<file path="config.mk">
export PLATFORM = sky130hd
export DESIGN_NAME = uart_ovs_rx
export DESIGN_NICKNAME = d
export VERILOG_FILES = /design/src/rtl/uart_rx_pkg.sv /design/src/rtl/uart_rx_sync.sv /design/src/rtl/uart_rx_ctrl.sv /design/src/rtl/uart_rx_buf.sv /design/src/rtl/uart_ovs_rx.sv
export SDC_FILE = /design/constraint.sdc
export NUM_CORES = 1
export LEC_CHECK = 0
export BUFFER_PORTS_ARGS = -buffer_cell sky130_fd_sc_hd__buf_2
export CORE_UTILIZATION = 51
export DETAILED_ROUTE_END_ITERATION = 12
export PLACE_DENSITY = 0.73
export RECOVER_POWER = 100
export SKIP_CTS_REPAIR_TIMING = 1
export SKIP_LAST_GASP = 1
export SYNTH_ARGS = -nofsm -noshare
export SYNTH_HDL_FRONTEND = slang
export SYNTH_HIERARCHICAL = 1
export SYNTH_SLANG_ARGS = --single-unit
export TNS_END_PERCENT = 50
</file>
<file path="constraint.sdc">
create_clock -name clk_i -period 3.46 [get_ports clk_i]
set_input_delay 0.173 -clock clk_i [delete_from_list [all_inputs] [get_ports clk_i]]
set_output_delay 0.173 -clock clk_i [all_outputs]
set_load 0.01 [all_outputs]
</file>
<file path="src/rtl/uart_rx_pkg.sv">
package uart_rx_pkg;
  localparam int unsigned OVS = 16;

  typedef enum logic [1:0] {
    ST_IDLE,
    ST_START,
    ST_DATA,
    ST_STOP
  } rx_st_e;
endpackage

</file>
<file path="src/rtl/uart_rx_sync.sv">
module uart_rx_sync #(
  parameter int unsigned STAGES = 2
) (
  input  logic clk_i,
  input  logic rst_ni,
  input  logic d_i,
  output logic q_o
);
  logic [STAGES-1:0] sync_q;

  generate
    if (STAGES == 1) begin : g_one
      always_ff @(posedge clk_i or negedge rst_ni) begin
        if (!rst_ni) sync_q <= '1;
        else         sync_q <= d_i;
      end
    end else begin : g_chain
      always_ff @(posedge clk_i or negedge rst_ni) begin
        if (!rst_ni) sync_q <= '1;
        else         sync_q <= {sync_q[STAGES-2:0], d_i};
      end
    end
  endgenerate

  assign q_o = sync_q[STAGES-1];
endmodule

</file>
<file path="src/rtl/uart_rx_ctrl.sv">
module uart_rx_ctrl
  import uart_rx_pkg::*;
#(
  parameter int unsigned DATA_W = 8,
  parameter int unsigned POS_W  = 4
) (
  input  logic              clk_i,
  input  logic              rst_ni,
  input  logic              tick_i,
  input  logic              rx_s_i,
  input  logic              ovr_i,
  input  logic [POS_W-1:0]  pos_i,
  output logic              ld_o,
  output logic [DATA_W-1:0] byte_o,
  output logic              stop_o,
  output rx_st_e            state_o
);
  localparam int unsigned CNT_W = $clog2(OVS);
  localparam int unsigned BIT_W = (DATA_W > 1) ? $clog2(DATA_W) : 1;
  localparam logic [CNT_W-1:0] AUTO_POS = CNT_W'(OVS / 2 - 1);
  localparam logic [CNT_W-1:0] POS_MAX  = CNT_W'(OVS - 3);
  localparam logic [CNT_W-1:0] CNT_LAST = CNT_W'(OVS - 1);
  localparam logic [BIT_W-1:0] BIT_LAST = BIT_W'(DATA_W - 1);

  rx_st_e             st_q;
  logic [CNT_W-1:0]   cnt_q, cnt_nxt;
  logic [BIT_W-1:0]   bit_q;
  logic [DATA_W-1:0]  sh_q;
  logic [1:0]         smp_q;
  logic               ld_q, stop_q;
  logic [CNT_W-1:0]   pos_clamp, base, off;
  logic               in_win, at_last, vote, start_ok;

  always_comb begin
    if (int'(pos_i) > int'(POS_MAX)) pos_clamp = POS_MAX;
    else                             pos_clamp = CNT_W'(pos_i);
    // start bit window is always the automatic one
    if (ovr_i && (st_q == ST_DATA || st_q == ST_STOP)) base = pos_clamp;
    else                                               base = AUTO_POS;
    off      = cnt_q - base;
    in_win   = (cnt_q >= base) && (off < CNT_W'(3));
    at_last  = in_win && (off == CNT_W'(2));
    vote     = (smp_q[1] & smp_q[0]) | (smp_q[1] & rx_s_i) | (smp_q[0] & rx_s_i);
    start_ok = ~(smp_q[1] | smp_q[0] | rx_s_i);
    cnt_nxt  = (cnt_q == CNT_LAST) ? '0 : cnt_q + 1'b1;
  end

  always_ff @(posedge clk_i or negedge rst_ni) begin
    if (!rst_ni) smp_q <= '0;
    else if (tick_i && in_win) smp_q <= {smp_q[0], rx_s_i};
  end

  always_ff @(posedge clk_i or negedge rst_ni) begin
    if (!rst_ni) begin
      st_q   <= ST_IDLE;
      cnt_q  <= '0;
      bit_q  <= '0;
      sh_q   <= '0;
      ld_q   <= 1'b0;
      stop_q <= 1'b1;
    end else begin
      ld_q <= 1'b0;
      if (tick_i) begin
        unique case (st_q)
          ST_IDLE: begin
            if (!rx_s_i) begin
              st_q  <= ST_START;
              cnt_q <= CNT_W'(1);
            end
          end
          ST_START: begin
            cnt_q <= cnt_nxt;
            if (at_last && !start_ok) begin
              st_q <= ST_IDLE;
            end else if (cnt_q == CNT_LAST) begin
              st_q  <= ST_DATA;
              bit_q <= '0;
            end
          end
          ST_DATA: begin
            cnt_q <= cnt_nxt;
            if (at_last) sh_q <= {vote, sh_q[DATA_W-1:1]};
            if (cnt_q == CNT_LAST) begin
              if (bit_q == BIT_LAST) st_q <= ST_STOP;
              else                   bit_q <= bit_q + 1'b1;
            end
          end
          ST_STOP: begin
            cnt_q <= cnt_nxt;
            if (at_last) begin
              ld_q   <= 1'b1;
              stop_q <= vote;
              st_q   <= ST_IDLE;
            end
          end
          default: st_q <= ST_IDLE;
        endcase
      end
    end
  end

  assign ld_o    = ld_q;
  assign byte_o  = sh_q;
  assign stop_o  = stop_q;
  assign state_o = st_q;
endmodule

</file>
<file path="src/rtl/uart_rx_buf.sv">
module uart_rx_buf #(
  parameter int unsigned DATA_W = 8
) (
  input  logic              clk_i,
  input  logic              rst_ni,
  input  logic              ld_i,
  input  logic [DATA_W-1:0] byte_i,
  input  logic              stop_i,
  input  logic              rd_i,
  output logic [DATA_W-1:0] data_o,
  output logic              full_o,
  output logic              frame_err_o
);
  always_ff @(posedge clk_i or negedge rst_ni) begin
    if (!rst_ni) begin
      data_o      <= '0;
      full_o      <= 1'b0;
      frame_err_o <= 1'b0;
    end else begin
      frame_err_o <= ld_i & ~stop_i;
      if (ld_i) begin
        data_o <= byte_i;
        full_o <= 1'b1;
      end else if (rd_i) begin
        full_o <= 1'b0;
      end
    end
  end
endmodule

</file>
<file path="src/rtl/uart_ovs_rx.sv">
module uart_ovs_rx
  import uart_rx_pkg::*;
#(
  parameter int unsigned DATA_W      = 8,
  parameter int unsigned POS_W       = 4,
  parameter int unsigned SYNC_STAGES = 2
) (
  input  logic              clk_i,
  input  logic              rst_ni,
  input  logic              rx_i,
  input  logic              tick_i,
  input  logic              pos_ovr_i,
  input  logic [POS_W-1:0]  pos_i,
  input  logic              rd_i,
  output logic [DATA_W-1:0] data_o,
  output logic              full_o,
  output logic              frame_err_o
);
  logic              rx_s;
  logic              ld;
  logic [DATA_W-1:0] sh_byte;
  logic              stop_bit;
  rx_st_e            state;

  uart_rx_sync #(.STAGES(SYNC_STAGES)) u_sync (
    .clk_i (clk_i),
    .rst_ni(rst_ni),
    .d_i   (rx_i),
    .q_o   (rx_s)
  );

  uart_rx_ctrl #(.DATA_W(DATA_W), .POS_W(POS_W)) u_ctrl (
    .clk_i  (clk_i),
    .rst_ni (rst_ni),
    .tick_i (tick_i),
    .rx_s_i (rx_s),
    .ovr_i  (pos_ovr_i),
    .pos_i  (pos_i),
    .ld_o   (ld),
    .byte_o (sh_byte),
    .stop_o (stop_bit),
    .state_o(state)
  );

  uart_rx_buf #(.DATA_W(DATA_W)) u_buf (
    .clk_i      (clk_i),
    .rst_ni     (rst_ni),
    .ld_i       (ld),
    .byte_i     (sh_byte),
    .stop_i     (stop_bit),
    .rd_i       (rd_i),
    .data_o     (data_o),
    .full_o     (full_o),
    .frame_err_o(frame_err_o)
  );
endmodule

</file>
==> metrics, run 1 <==
die area=0.00354 mm²; CTS tree=yes; hold_sp=rd_i; vias=1149; Cells on Worst Hold Path=3; crit path capture type=flip-flop; ys async rst share=100%; required time of the critical path=3.69 ns; routed vias/inst=5.50; CP startpoint kind=flip-flop; ranking of synthesized cells by area=dfrtp_1, mux2_4, ha_1, dfstp_2, mux2_2; Area Growth Syn to Fin=10.2%; run status=finished with violations; Syn Inst Count=139; hold path endpoint=u_buf/full_o; internal reg-to-reg setup slack=0.26 ns; final worst-path setup slack=0.265 ns; FF+latch count, synth=33; dominant synthesized flop cell=dfrtp_1; CTS clock-pin slew for the worst setup and hold paths=0.10 ns; Max-cap violations=1; Place WS=0.262 ns; Overflow after GRT=0; slowest CP cell=or3_1; clk_lat worst skew=0.34 ns; drc violations=0; CP Max Fanout=8; number of global-route vias before repair=1180; Clock Skews=0.00789 ns; violated checks=capacitance limit, slew limit; worst rel slew slack=-15.7%; final worst path period need=3.20 ns; gr usage total=21.1%; Worst Reg-to-Reg Cells=9; CP arrival=3.42 ns; ANT cells=0; post-synth cell types=40; PD cells=683 mW/mm²; Leakage=0.918 nW; worst r2r dst=u_ctrl/byte_o[0]; top cells by count, synth=dfrtp_1, mux2_4, nor2_1; gp weighted congestion=0.858; area of the multi-input gates=742 µm²; max-slew violations=34; mapped cell area=0.00169 mm²; H-tree Lvls=2; Fin. Hold Viols=0; Iteration-0 DRC Markers=54; utilization after layout=60.0%; global-route wire length before repair=5.34 mm; fill count=299; Crit Path Class=reg -> reg; Avg WL per Cell=15.1 µm; Crit path largest cell delay=0.57 ns; total nets after synthesis=157; CTS Buffer Depth=2; Ports=20; Worst Tran Pin Value=1.74 ns; WL final=3.15 mm; synthesized area per cell=12.1 µm²; DRT Pass-1 Iters=4; std cell rows=20; Die Wd=59.5 µm; number of enable flip-flop cells after synthesis=0; CTS sink cnt=33; largest net degree at the start of global routing=34; Die Height=59.5 µm; CTS Buf Count=5; antenna violations before repair=0; core area=0.00310 mm²; period utilization=92.4%; Seq/Total Area, Yosys=49.1%; input/output buffers=19; crit-path cells=nand2_1 -> a311o_1 -> ha_1 -> fa_1 -> and2b_1 -> a21oi_1 -> a2111o_1 -> or3_1 -> mux2_1; HP Class=in -> reg; share of layout cells above drive strength 1=14.5%; RSZ-0062 raised after global routing=no; count leader, synth=dfrtp_1; Initial Util=54.4%; Nets=182; post-DP HPWL=2.35 mm; maximum clock rate=313 MHz; setup tns final=0 ns; Worst VDD drop=0.540 mV; Sequential Area=830 µm²; DRT antenna net count=0; Synth warnings=6; root buf cell=clkbuf_4; Synth top area share=44.5%; final count of negative-setup-slack endpoints=0; biggest area consumer among synthesized cells=dfrtp_1
==> logic make-up (layout without fill, tap and decap cells) <==
| family | count (synthesis) | after routing | synth area share (%) |
|---|---|---|---|
| simple gates | 37 | 37 | 11.3 |
| flops | 33 | 33 | 49.1 |
| compound gates | 27 | 27 | 11.3 |
| mux | 21 | 21 | 17.5 |
| buf+inv | 11 | 37 | 3.34 |
| fa+ha+maj | 9 | 9 | 6.97 |
| xor+xnor | 1 | 1 | 0.519 |
==> state kept, by name (all words and copies together) (netlist names), named ones only <==
signal / cells
u_buf/data_o: 8
u_ctrl/bit_q: 3
u_ctrl/byte_o: 8
u_ctrl/state_o: 1
u_ctrl/stop_o: 1
u_buf/frame_err_o: 1
u_buf/full_o: 1
u_ctrl/smp_q: 2
u_sync/sync_q: 2
u_ctrl/cnt_q: 4
u_ctrl/ld_o: 1
==> critical path, delay by kind of cell (launching register included) <==
| kind | cells | cell delay (ns) |
|---|---|---|
| muxes | 1 | 0.39 |
| DFF | 1 | 0.35 |
| AOI/OAI and AO/OA | 3 | 0.85 |
| and+or+nand+nor | 3 | 0.89 |
| adders and majority gates | 2 | 0.61 |
==> metrics by stage <==
stage | area, µm² | total power, mW | hold slack [ns] | cells
after global placement | 1820 | 0.888 | 0.254 | 199
after detailed placement | 1820 | 0.915 | 0.271 | 199
final | 1860 | 1.27 | 0.0897 | 209
after global routing | 1860 | 1.36 | 0.0781 | 209
after floorplan | 1690 | 0.799 | -0.123 | 139
after CTS | 1920 | 1.28 | -0.113 | 207
==> cell type report <==
cell class | count | area share [%]
inverters | 7 | 1.41
multi-input cells | 95 | 39.9
repair buffers | 22 | 5.65
clock inverters | 3 | 3.50
flip-flops and latches | 33 | 44.6
well taps | 44 | 2.96
clock buffers | 5 | 2.02
==> metal layers <==
layer	vias to the layer above	wire length [µm]	global-route usage (%)
met5	-	0	0
met4	0	53	10.3
met3	8	114	7.42
met2	24	1510	32.3
met1	561	1480	26.7
li1	556	-	-
==> how the worst max path moves through the flow <==
stage	endpoint	slack, ns	cells past startpoint
2_1_floorplan	u_ctrl/byte_o[0]	0.23	11
3_3_place_gp	u_ctrl/byte_o[6]	0.38	9
3_5_place_dp	u_ctrl/byte_o[0]	0.26	9
4_1_cts	u_ctrl/byte_o[0]	0.25	9
5_1_grt	u_ctrl/byte_o[5]	0.12	9
6_report	u_ctrl/byte_o[0]	0.26	9
==> placed cells by master, fill, tap and decap left out, types with 2 or more instances in the layout <==
cell type / n
a21o_1: 2
a21oi_1: 6
a22o_1: 2
a31oi_1: 3
buf_2: 8
bufinv_16: 2
clkbuf_1: 12
clkbuf_4: 5
dfrtp_1: 30
dfstp_2: 3
dlygate4sd3_1: 2
ha_1: 7
inv_1: 7
mux2_1: 16
mux2_2: 4
nand2_1: 6
nand2b_1: 4
nand3_1: 3
nor2_1: 10
nor2b_1: 4
o21ai_0: 4
o31ai_1: 2
or3_1: 2
==> power by group <==
group / leakage (nW) / internal (mW) / total (mW) / switching, mW
sequential: 0.435 / 0.436 / 0.492 / 0.0557
combinational: 0.427 / 0.175 / 0.422 / 0.247
clock: 0.0552 / 0.224 / 0.357 / 0.133
No activity file was read; power rests on OpenSTA's default activity.
==> run 2: changes to the inputs <==
--- a/config.mk
+++ b/config.mk
@@ -6,6 +6,7 @@
 export NUM_CORES = 1
 export LEC_CHECK = 0
 export BUFFER_PORTS_ARGS = -buffer_cell sky130_fd_sc_hd__buf_2
+export CORE_ASPECT_RATIO = 0.5
 export CORE_UTILIZATION = 51
 export DETAILED_ROUTE_END_ITERATION = 12
 export PLACE_DENSITY = 0.73
==> metrics, run 2 (synthesis results as in run 1) <==
run status=finished with violations (unchanged); violated checks=capacitance limit, slew limit (unchanged); commonest non-fill, non-tap cell in the layout=dfrtp_1 (unchanged); Max-cap violations=1 (unchanged); Overflow after GRT=0 (unchanged); Clock Skews=0.00661 ns (was 0.00789 ns); setup tns final=0 ns (unchanged); CP arrival=3.34 ns (was 3.42 ns); global-route wire length before repair=5.22 mm (was 5.34 mm); std cell rows=14 (was 20); gp weighted congestion=0.809 (was 0.858); Nets=182 (unchanged); crit path capture type=flip-flop (unchanged); maximum clock rate=315 MHz (was 313 MHz); Iteration-0 DRC Markers=15 (was 54); Layout Cells excl Fill=205 (was 209); die area=0.00356 mm² (was 0.00354 mm²); required time of the critical path=3.63 ns (was 3.69 ns); H-tree Lvls=2 (unchanged); Area Growth Syn to Fin=10.7% (was 10.2%); dpl cell area=0.00181 mm² (was 0.00182 mm²); worst hold slack=0.143 ns (was 0.0897 ns); root buf cell=clkbuf_8 (was clkbuf_4); Finished Cell Area=0.00187 mm² (was 0.00186 mm²); Ports=20 (unchanged); antenna violations before repair=0 (unchanged); routed vias/inst=5.45 (was 5.50); Worst Tran Pin Value=1.67 ns (was 1.74 ns); drc violations=0 (unchanged); CP startpoint kind=flip-flop (unchanged); PD cells=683 mW/mm² (about the same); vias=1117 (was 1149); share of layout cells above drive strength 1=13.9% (was 14.5%); gr usage total=20.1% (was 21.1%); Fin. Hold Viols=0 (unchanged); worst rel slew slack=-11.3% (was -15.7%); Die Height=42.7 µm (was 59.5 µm); max-slew violations=34 (unchanged); RSZ-0062 raised after global routing=no (unchanged); CTS Buf Count=5 (unchanged); Leakage=0.921 nW (was 0.918 nW); number of global-route vias before repair=1120 (was 1180); period utilization=91.7% (was 92.4%); WL final=2.99 mm (was 3.15 mm); DP Cell Count=195 (was 199); core area=0.00308 mm² (was 0.00310 mm²); post-DP HPWL=2.07 mm (was 2.35 mm); CTS Buffer Depth=2 (unchanged); CTS tree=yes (unchanged); utilization after layout=60.6% (was 60.0%); commonest non-fill, non-tap cells in the layout=dfrtp_1, mux2_1, clkbuf_1 (unchanged); final worst path period need=3.17 ns (was 3.20 ns); Die Wd=83.4 µm (was 59.5 µm); largest net degree at the start of global routing=34 (unchanged); CTS sink cnt=33 (unchanged); Avg WL per Cell=14.6 µm (was 15.1 µm); Worst VDD drop=0.305 mV (was 0.540 mV); Crit Path Class=reg -> reg (unchanged); DRT antenna net count=0 (unchanged); Initial Util=54.7% (was 54.4%); HP Class=in -> reg (unchanged); CP Max Fanout=8 (unchanged); CTS clock-pin slew for the worst setup and hold paths=0.07 ns (was 0.10 ns); clk_lat worst skew=0.29 ns (was 0.34 ns); final count of negative-setup-slack endpoints=0 (unchanged); input/output buffers=19 (unchanged); DRT Pass-1 Iters=4 (unchanged); ANT cells=0 (unchanged)
## run 2: cell count changes in the layout (fill, tap and decap cells not counted), sizes merged
cell    previous run  this run
bufinv             2         1
clkbuf            17        19
clkinv             1         0
## run 2: routing by layer
layer / routed length (µm) / global-route usage [%]
met2: 1260 / 29.5
met4: 55 / 9.31
met5: 0 / 0
met3: 156 / 7.59
met1: 1520 / 26.6
## run 2: final cells by class
class | count | area (µm²)
timing repair buffer | 22 | 105
tap | 40 | 50.0
inverter | 7 | 26.3
clock buffer | 7 | 86.3
multi-input combinational | 95 | 742
fill | 265 | 1210
sequential | 33 | 830
clock inverter | 1 | 30.0
## run 2: critical path, cell delays in order, from the launching register on
cell,delay (ns)
dfrtp_1,0.36
nand2_1,0.09
a311o_1,0.34
ha_1,0.22
fa_1,0.38
and2b_1,0.22
a21oi_1,0.05
a2111o_1,0.45
or3_1,0.56
mux2_1,0.38
## run 2: through the flow
stage	setup slack (ns)	total power, mW
after floorplan	0.230	0.799
after global placement	0.373	0.887
after detailed placement	0.284	0.901
after CTS	0.263	1.29
after global routing	0.0968	1.37
final	0.286	1.28
## run 2: where the power goes
part / switching (mW) / internal [mW] / leakage [nW] / total [mW]
clock: 0.142 / 0.235 / 0.0585 / 0.377
sequential: 0.0534 / 0.437 / 0.435 / 0.491
combinational: 0.235 / 0.175 / 0.427 / 0.410
## run 2: worst paths after layout
check / endpoint / cells after the start / startpoint / slack, ns
hold reg to reg: u_sync/sync_q[1] / 0 / u_sync/sync_q[0] / 0.36
hold / removal: u_buf/full_o / 3 / rd_i / 0.14
max in group asynchronous: u_buf/data_o[6] / 2 / rst_ni / 1.63
setup / recovery: u_ctrl/byte_o[2] / 9 / flip-flop / 0.29
setup reg to reg: u_ctrl/byte_o[2] / 9 / flip-flop / 0.29
min in group asynchronous: u_ctrl/cnt_q[2] / 2 / rst_ni / 0.86
==> run 3: changes to the inputs <==
--- a/config.mk
+++ b/config.mk
@@ -5,10 +5,10 @@
 export SDC_FILE = /design/constraint.sdc
 export NUM_CORES = 1
 export LEC_CHECK = 0
-export BUFFER_PORTS_ARGS = -buffer_cell sky130_fd_sc_hd__buf_2
 export CORE_ASPECT_RATIO = 0.5
-export CORE_UTILIZATION = 51
+export CORE_UTILIZATION = 56
 export DETAILED_ROUTE_END_ITERATION = 12
+export DONT_BUFFER_PORTS = 1
 export PLACE_DENSITY = 0.73
 export RECOVER_POWER = 100
 export SKIP_CTS_REPAIR_TIMING = 1
==> metrics, run 3 (synthesis results as in run 1) <==
routed vias/inst=5.77 (was 5.45); violated checks=capacitance limit, slew limit (unchanged); root buf cell=clkbuf_8 (unchanged); Crit path largest cell delay=0.55 ns (was 0.56 ns); PD cells=668 mW/mm² (was 683 mW/mm²); area of the multi-input gates=742 µm² (unchanged); Max-cap violations=1 (unchanged); Crit Path Class=reg -> reg (unchanged); global-route wire length before repair=4.65 mm (was 5.22 mm); Nets=164 (was 182); commonest non-fill, non-tap cells in the layout=dfrtp_1, mux2_1, nor2_1 (was dfrtp_1, mux2_1, clkbuf_1); RSZ-0062 raised after global routing=no (unchanged); clk_lat worst skew=0.29 ns (about the same); CTS clock-pin slew for the worst setup and hold paths=0.07 ns (about the same); buffers and inverters on the worst path=0 (unchanged); Overflow after GRT=0 (unchanged); worst rel slew slack=-14.6% (was -11.3%); crit path capture type=flip-flop (unchanged); std cell rows=13 (was 14); gp weighted congestion=0.831 (was 0.809); HP Class=in -> reg (unchanged); gr usage total=21.2% (was 20.1%); gr busiest metal=met2 (unchanged); period utilization=91.2% (was 91.7%); CTS sink cnt=33 (unchanged); Ports=20 (unchanged); met3 GRT Util=8.00% (was 7.59%); Die Wd=79.6 µm (was 83.4 µm); CP arrival=3.32 ns (was 3.34 ns); CP Max Fanout=8 (unchanged); Layout Cells excl Fill=184 (was 205); Area Growth Syn to Fin=4.15% (was 10.7%); antenna violations before repair=0 (unchanged); Finished Cell Area=0.00176 mm² (was 0.00187 mm²); Iteration-0 DRC Markers=45 (was 15); Crit path max-delay family=simple AND/OR/NAND/NOR gates (unchanged); maximum clock rate=317 MHz (was 315 MHz); CTS Buf Count=5 (unchanged); die area=0.00325 mm² (was 0.00356 mm²); crit-path cells=nand2_1 -> a311o_1 -> ha_1 -> fa_1 -> and2b_1 -> a21oi_1 -> a2111o_1 -> or3_1 -> mux2_1 (unchanged); post-DP HPWL=2.11 mm (was 2.07 mm); max-slew violations=34 (unchanged); WL final=3.00 mm (was 2.99 mm); share of layout cells above drive strength 1=10.9% (was 13.9%); CTS Buffer Depth=2 (unchanged); Worst VDD drop=0.370 mV (was 0.305 mV); Worst Tran Pin Value=1.72 ns (was 1.67 ns); fill count=235 (was 265); dpl cell area=0.00171 mm² (was 0.00181 mm²); DRT antenna net count=0 (unchanged); final worst path period need=3.16 ns (was 3.17 ns); required time of the critical path=3.63 ns (about the same); final count of negative-setup-slack endpoints=0 (unchanged); Avg WL per Cell=16.3 µm (was 14.6 µm); setup tns final=0 ns (unchanged); Fin. Hold Viols=0 (unchanged); number of global-route vias before repair=999 (was 1120); Die Height=40.8 µm (was 42.7 µm); largest net degree at the start of global routing=34 (unchanged); core area=0.00272 mm² (was 0.00308 mm²); Leakage=0.863 nW (was 0.921 nW); Clock Skews=0.00547 ns (was 0.00661 ns); commonest non-fill, non-tap cell in the layout=dfrtp_1 (unchanged); CP startpoint kind=flip-flop (unchanged); global routing usage on met2=35.9% (was 29.5%); drc violations=0 (unchanged); input/output buffers=0 (was 19); run status=finished with violations (unchanged); met1 usage=24.9% (was 26.6%); H-tree Lvls=2 (unchanged); DP Cell Count=173 (was 195); Sequential Area=830 µm² (unchanged); vias=1061 (was 1117); slowest CP cell=or3_1 (unchanged); CTS tree=yes (unchanged); ANT cells=0 (unchanged); Initial Util=62.1% (was 54.7%); DRT Pass-1 Iters=4 (unchanged)
run 3: cell types whose count changed in the layout (fill, tap and decap cells not counted):
cell	delta
clkinv_2	+2
clkbuf_1	-11
bufinv_16	-1
buf_2	-8
clkinvlp_4	+1
clkbuf_8	-1
run 3: layout make-up:
class	count	share of cell area, %
Multi-Input combinational cell	95	42.2
Tap cell	37	2.63
Clock buffer	5	3.91
Inverter	7	1.49
Sequential cell	33	47.2
Clock inverter	3	0.996
Timing Repair Buffer	4	1.57
run 3: final timing paths:
check,cells after the start,from,endpoint,slack (ns)
min,2,rd_i,u_buf/full_o,0.04
max in group asynchronous,2,rst_ni,u_ctrl/smp_q[1],1.57
min in group asynchronous,2,rst_ni,u_buf/data_o[0],0.89
min reg2reg,0,u_sync/sync_q[0],u_sync/sync_q[1],0.36
max,9,flip-flop,u_ctrl/byte_o[7],0.30
max reg2reg,9,flip-flop,u_ctrl/byte_o[7],0.30
run 3: per-layer routing:
| metal | vias up | wire length (µm) |
|---|---|---|
| met5 | - | 0 |
| met4 | 0 | 47 |
| met3 | 5 | 168 |
| met2 | 28 | 1260 |
| met1 | 515 | 1520 |
| li1 | 513 | - |
run 3: worst reg2reg max path, stage by stage, from the launching register on:
cell      delay (ns)
dfrtp_1         0.35
nand2_1         0.09
a311o_1         0.34
ha_1            0.23
fa_1            0.39
and2b_1         0.22
a21oi_1         0.05
a2111o_1        0.46
or3_1           0.55
mux2_1          0.37
run 3: power by group:
part	switching, mW	leakage, nW	internal (mW)
sequential	0.0547	0.435	0.437
clock	0.147	0.0439	0.139
combinational	0.227	0.384	0.170
total	0.428	0.863	0.745
run 3: metrics by stage:
stage	hold slack (ns)	setup slack [ns]	utilization, %	power (mW)
final	0.0430	0.304	64.7	1.17
after global placement	-0.122	0.367	63.0	0.879
after CTS	-0.434	0.268	66.2	1.17
after global routing	0.0582	0.139	64.7	1.26
after detailed placement	-0.122	0.291	63.0	0.888
after floorplan	-0.123	0.230	-	0.799
